File: src/rtl/capbal_pkg.sv
package capbal_pkg;

    // Direction reported by one hysteresis comparator
    typedef enum logic [1:0] {
        CMP_IDLE = 2'b00,
        CMP_POS  = 2'b01,
        CMP_NEG  = 2'b10
    } cmp_e;

    // Redundant vector group carried in the top two bits of the state code
    typedef enum logic [1:0] {
        GRP_NOMINAL   = 2'b00,
        GRP_CHG_LOWER = 2'b01,
        GRP_CHG_UPPER = 2'b10
    } grp_e;

    localparam int GRP_W = 2;

endpackage

File: src/rtl/capbal_hyst_cmp.sv
module capbal_hyst_cmp
    import capbal_pkg::*;
#(
    parameter int DIFF_W = 12
) (
    input  logic signed [DIFF_W-1:0] diff,
    input  logic        [DIFF_W-2:0] thr,
    input  logic        [DIFF_W-2:0] margin,
    input  cmp_e                     cur,
    output cmp_e                     nxt
);
    localparam int EXT_W = DIFF_W + 1;

    logic signed [EXT_W-1:0] d_ext;
    logic signed [EXT_W-1:0] entry_lvl;
    logic signed [EXT_W-1:0] exit_lvl;
    logic        [DIFF_W-2:0] exit_mag;

    always_comb begin
        d_ext     = {diff[DIFF_W-1], diff};
        exit_mag  = (margin > thr) ? '0 : (thr - margin);
        entry_lvl = $signed({2'b00, thr});
        exit_lvl  = $signed({2'b00, exit_mag});

        nxt = cur;
        if (d_ext > entry_lvl) begin
            nxt = CMP_POS;
        end else if (d_ext < -entry_lvl) begin
            nxt = CMP_NEG;
        end else if (cur == CMP_POS && d_ext <= exit_lvl) begin
            nxt = CMP_IDLE;
        end else if (cur == CMP_NEG && d_ext >= -exit_lvl) begin
            nxt = CMP_IDLE;
        end
    end

endmodule

File: src/rtl/capbal_group_map.sv
module capbal_group_map
    import capbal_pkg::*;
(
    input  cmp_e dir,
    input  logic regen,
    output grp_e grp
);
    always_comb begin
        unique case (dir)
            CMP_POS: grp = regen ? GRP_CHG_UPPER : GRP_CHG_LOWER;
            CMP_NEG: grp = regen ? GRP_CHG_LOWER : GRP_CHG_UPPER;
            default: grp = GRP_NOMINAL;
        endcase
    end

endmodule

File: src/rtl/capbal_selector.sv
module capbal_selector
    import capbal_pkg::*;
#(
    parameter int DIFF_W = 12,
    parameter int SEQ_W  = 3
) (
    input  logic                      clk,
    input  logic                      rst_n,
    input  logic                      enable,
    input  logic                      sample_valid,
    input  logic signed [DIFF_W-1:0]  diff,
    input  logic        [DIFF_W-2:0]  inner_thr,
    input  logic        [DIFF_W-2:0]  outer_thr,
    input  logic        [DIFF_W-2:0]  margin,
    input  logic        [SEQ_W-1:0]   seq,
    output logic        [SEQ_W+1:0]   state_code
);
    localparam int CODE_W  = SEQ_W + GRP_W;
    localparam int N_BANDS = 2;
    localparam int B_INNER = 0;
    localparam int B_OUTER = 1;

    typedef struct packed {
        cmp_e              inner;
        cmp_e              outer;
        logic              regen;
        logic [CODE_W-1:0] code;
    } sel_state_t;

    sel_state_t st_d, st_q;

    logic [DIFF_W-2:0] band_thr [N_BANDS];
    cmp_e              band_cur [N_BANDS];
    cmp_e              band_nxt [N_BANDS];
    logic              regen_nx;
    grp_e              grp_sel;

    assign band_thr[B_INNER] = inner_thr;
    assign band_thr[B_OUTER] = outer_thr;
    assign band_cur[B_INNER] = st_q.inner;
    assign band_cur[B_OUTER] = st_q.outer;

    for (genvar b = 0; b < N_BANDS; b++) begin : g_band
        capbal_hyst_cmp #(.DIFF_W(DIFF_W)) u_cmp (
            .diff   (diff),
            .thr    (band_thr[b]),
            .margin (margin),
            .cur    (band_cur[b]),
            .nxt    (band_nxt[b])
        );
    end

    // Outer firing sets the flag; inner returning idle clears it
    always_comb begin
        if (band_nxt[B_OUTER] != CMP_IDLE) begin
            regen_nx = 1'b1;
        end else if (band_nxt[B_INNER] == CMP_IDLE) begin
            regen_nx = 1'b0;
        end else begin
            regen_nx = st_q.regen;
        end
    end

    capbal_group_map u_map (
        .dir   (band_nxt[B_INNER]),
        .regen (regen_nx),
        .grp   (grp_sel)
    );

    always_comb begin
        st_d = st_q;
        if (!enable) begin
            st_d.inner = CMP_IDLE;
            st_d.outer = CMP_IDLE;
            st_d.regen = 1'b0;
            st_d.code  = {GRP_NOMINAL, seq};
        end else if (sample_valid) begin
            st_d.inner = band_nxt[B_INNER];
            st_d.outer = band_nxt[B_OUTER];
            st_d.regen = regen_nx;
            st_d.code  = {grp_sel, seq};
        end
    end

    always_ff @(posedge clk or negedge rst_n) begin
        if (!rst_n) begin
            st_q <= '{inner: CMP_IDLE, outer: CMP_IDLE, regen: 1'b0, code: '0};
        end else begin
            st_q <= st_d;
        end
    end

    assign state_code = st_q.code;

    // Observation points for the bound checker
    logic regen_q;
    cmp_e inner_q;
    assign regen_q = st_q.regen;
    assign inner_q = st_q.inner;

endmodule

File: config.mk
export PLATFORM = sky130hd
export DESIGN_NAME = capbal_selector
export DESIGN_NICKNAME = d
export VERILOG_FILES = /design/src/rtl/capbal_pkg.sv /design/src/rtl/capbal_hyst_cmp.sv /design/src/rtl/capbal_group_map.sv /design/src/rtl/capbal_selector.sv
export SDC_FILE = /design/constraint.sdc
export NUM_CORES = 1
export LEC_CHECK = 0
export ABC_AREA = 1
export BUFFER_PORTS_ARGS = -buffer_cell sky130_fd_sc_hd__buf_4
export CAP_MARGIN = 25
export CORE_MARGIN = 2
export CORE_UTILIZATION = 36
export DETAILED_ROUTE_END_ITERATION = 8
export RECOVER_POWER = 100
export SETUP_SLACK_MARGIN = 0.3
export SYNTH_ARGS = -nofsm -noshare
export SYNTH_HDL_FRONTEND = slang
export SYNTH_SLANG_ARGS = --single-unit
File: constraint.sdc
create_clock -name clk -period 1.3 [get_ports clk]
set_clock_uncertainty 0.15 [all_clocks]
set_input_delay 0.195 -clock clk [delete_from_list [all_inputs] [get_ports clk]]
set_output_delay 0.195 -clock clk [all_outputs]
set_load 0.005 [all_outputs]
==> qor.txt <==
=================================================================================================
CP peak stage delay                                                                       0.33 ns
Category of the most critical setup path                                             primary input to flop
Row count                                                                                      42
Ratio of total power to cell area                                                     682 nW/um^2
Starting DRC count in detailed routing                                                        228
Antenna viol nets, final                                                                        0
Number of nets in the finished design                                                        1177
Register cell area after layout                                                          250 um^2
Final RePlAce weighted congestion                                                           0.891
Overall track demand over capacity in global routing                                        20.9%
Number of global-route vias before repair                                                    5507
DP Wirelength                                                                             12.7 mm
Antenna violations before repair                                                                0
Final cycle utilization of the critical path                                                 270%
Aggregate routed wire length                                                              15.0 mm
Initial core utilization                                                                    36.8%
Achievable clock frequency                                                                285 MHz
WP data required                                                                          1.33 ns
Crit path arrival time                                                                    3.53 ns
Standby leakage power                                                                     4.22 nW
Violated checks                                                                      setup timing
Unrepaired setup endpoints after global routing                                               yes
Cell taking the most area after synthesis                                            sky130_fd_sc_hd__ha_1
Worst Hold Launch                                                                          seq[1]
Commonest register cell after synthesis                                              sky130_fd_sc_hd__dfrtp_1
Largest fanout on the critical path                                                             3
YS warnings                                                                                     0
Worst-path clk slew                                                                       0.04 ns
Total power after layout                                                                0.00525 W
Mapped Nets                                                                                   921
Width of the chip                                                                          120 um
Leading cell types by total area after synthesis                                     sky130_fd_sc_hd__ha_1 30%, sky130_fd_sc_hd__nand2_1 16%, sky130_fd_sc_hd__inv_1 9.1%
Crit path launch type                                                                primary input
Share of the yosys chip area belonging to registers                                         5.15%
Timing startpoint of the critical path                                               outer_thr[0]
Highest-delay cell along the critical path                                           sky130_fd_sc_hd__fa_2
Slew headroom                                                                               62.7%
Total overflow reported by the global router                                                    0
Buffer cell driving the clock tree root                                              sky130_fd_sc_hd__clkbuf_16
Maximum vdd drop                                                                           351 uV
Actual slew at the worst max-slew pin                                                    0.560 ns
Area overhead of the layout relative to synthesis                                           58.3%
Vias per Instance                                                                            4.71
Multi-input combinational cell area                                                     4620 um^2
Syn Inst Count                                                                                749
Synth Area per Inst                                                                     6.49 um^2
Average wire length per cell after detail routing                                         12.7 um
Placeable core area                                                                    13200 um^2
TNS Setup                                                                               -14.32 ns
Outcome                                                                              complete, but fails checks
CTS buffer count                                                                                3
Count of fill cells added during filler insertion                                            1232
CP Capture Type                                                                              flop
Number of diodes added for antenna fixing                                                       0
DRC violations left                                                                             0
Maximum number of pins on one net before global-route repair                                   11
Buffer depth of the longest clock path                                                          2
Proportion of register bits with asynchronous set or reset after synthesis                   100%
Smallest setup slack after layout                                                        -2.21 ns
Clock Latency Late Sink                                                                   0.24 ns
TritonCTS clock tree                                                                         done
Beginning of the worst register-to-register path                                       inner_q[1]
Classification of the worst-slack hold path                                          primary input to flop
Post-layout minimum cycle time                                                            3.51 ns
Setup Viol. Count Final                                                                         7
Seq cells post-synth                                                                           10
Share of layout cells above drive strength 1                                                39.1%
Number of I/O port buffers                                                                     56
Netlist area before placement                                                           4860 um^2
Global-route wire length before repair                                                    24.4 mm
Final hold vios                                                                                 0
Post-synth EDFFs                                                                                0
Maximum Capacitance Violations                                                                  0
Total number of vias                                                                         5552
Most frequent cell on the critical path                                              sky130_fd_sc_hd__nand2_1
Pins over their slew limit                                                                      0
Synth top area share                                                                        30.4%
TritonRoute pass-1 iters                                                                        4
Clock Sinks                                                                                    10
Maximum level of the CTS H-tree                                                                 1
Die area                                                                               14400 um^2
Die Y                                                                                      120 um
Number of distinct library cell variants in the gate-level netlist after synthesis             43
I/O pin cnt                                                                                    57
=================================================================================================
logic make-up (layout without fill, tap and decap cells):
group                    Yosys count  in the layout  synth area share [%]
AO/OA/AOI/OAI                     86             86                  10.8
XOR/XNOR                          35             35                  6.31
AND/OR/NAND/NOR                  368            368                  36.1
flip-flops                        10             10                  5.15
adder cells (fa/ha/maj)          120            120                  31.2
buffers and inverters            130            385                  10.4
flip-flops by register name, indices dropped and copies added, names as in the netlist:
name,cells
state_code,5
band_cur,2
inner_q,2
regen_q,1
cell usage after synthesis (2+ instances only):
| cell | instances |
|---|---|
| sky130_fd_sc_hd__ha_1 | 118 |
| sky130_fd_sc_hd__nor2_1 | 42 |
| sky130_fd_sc_hd__a21oi_1 | 46 |
| sky130_fd_sc_hd__nand2_4 | 5 |
| sky130_fd_sc_hd__nand3_4 | 4 |
| sky130_fd_sc_hd__nand4_1 | 12 |
| sky130_fd_sc_hd__o21ai_0 | 15 |
| sky130_fd_sc_hd__nand2_1 | 206 |
| sky130_fd_sc_hd__nand3_2 | 7 |
| sky130_fd_sc_hd__nor2_4 | 3 |
| sky130_fd_sc_hd__a21oi_2 | 2 |
| sky130_fd_sc_hd__xnor2_1 | 7 |
| sky130_fd_sc_hd__nand3b_1 | 3 |
| sky130_fd_sc_hd__nand2_2 | 3 |
| sky130_fd_sc_hd__dfrtp_1 | 10 |
| sky130_fd_sc_hd__inv_2 | 9 |
| sky130_fd_sc_hd__nand3_1 | 50 |
| sky130_fd_sc_hd__xor2_1 | 28 |
| sky130_fd_sc_hd__nor3_2 | 2 |
| sky130_fd_sc_hd__inv_1 | 118 |
| sky130_fd_sc_hd__nor2_2 | 6 |
| sky130_fd_sc_hd__a21o_1 | 4 |
| sky130_fd_sc_hd__o22ai_1 | 2 |
| sky130_fd_sc_hd__o21ai_4 | 2 |
| sky130_fd_sc_hd__o21ai_1 | 2 |
| sky130_fd_sc_hd__or2_1 | 5 |
| sky130_fd_sc_hd__or2_2 | 2 |
| sky130_fd_sc_hd__o21ai_2 | 4 |
| sky130_fd_sc_hd__fa_1 | 2 |
| sky130_fd_sc_hd__o21bai_1 | 3 |
| sky130_fd_sc_hd__nor3_1 | 15 |
final timing paths:
kind	end	slack [ns]	cells past startpoint
setup / recovery	state_code[4]	-2.21	32
hold / removal	state_code[1]	0.01	3
setup reg to reg	state_code[4]	-0.11	11
hold reg to reg	state_code[2]	0.32	2
max in group asynchronous	inner_q[1]	0.32	2
min in group asynchronous	band_cur[1]	0.31	2
power breakdown:
part / leakage (nW) / internal [W] / switching (W)
Sequential: 0.130 / 0.000338 / 0.0000146
Clock: 0.0442 / 0.000463 / 0.000147
Combinational: 4.04 / 0.00206 / 0.00223
Total: 4.22 / 0.00286 / 0.00239
what timing repair did:
action                     CTS  global route
gates resized for setup     50            63
hold endpoints to repair    12             0
setup buffers                6            12
hold buffers                 3             0
setup endpoints to repair   12            14
pin swaps                   47            72
routing by layer:
metal  part of all wire, %  track usage (%)  wire length, um
met5                     0                0                0
met3                   2.9            0.943              442
met2                    51             40.0             7690
met4                   1.5             3.97              221
met1                    44             25.8             6650
worst max-delay path, delay by kind of cell:
kind            cells  cell delay, ns
simple gates       24            2.32
fa+ha+maj           3            0.71
buf+inv             3            0.16
compound gates      2            0.15
area by class of cell:
| class | instances | area share, % |
|---|---|---|
| clock buffers | 4 | 1.16 |
| well taps | 176 | 2.86 |
| multi-input cells | 609 | 60.1 |
| repair buffers | 252 | 25.9 |
| inverters | 129 | 6.72 |
| flip-flops and latches | 10 | 3.25 |
through the flow:
| step | worst slack [ns] | util, % | area [um^2] | hold WS, ns | instances |
|---|---|---|---|---|---|
| final | -2.21 | 58.3 | 7690 | 0.0144 | 1180 |
| after global placement | -2.48 | 52.7 | 6950 | -0.119 | 1155 |
| after global routing | -2.52 | 58.3 | 7690 | 0.0429 | 1180 |
| after CTS | -2.20 | 55.7 | 7340 | 0.00242 | 1168 |
| after floorplan | -2.16 | - | 4980 | -0.251 | 749 |
| after detailed placement | -2.56 | 52.7 | 6950 | -0.119 | 1155 |
cells in the final DEF, fill, tap and decap left out, drive strengths merged, types with 8 or more instances in the layout:
master	instances
nand2	215
nor2	52
nand3	61
dfrtp	10
nor3	17
ha	118
a21oi	48
clkbuf	9
buf	240
or2	8
xor2	28
o21ai	23
nand4	12
inv	127
(Power assumes the default switching activity.)
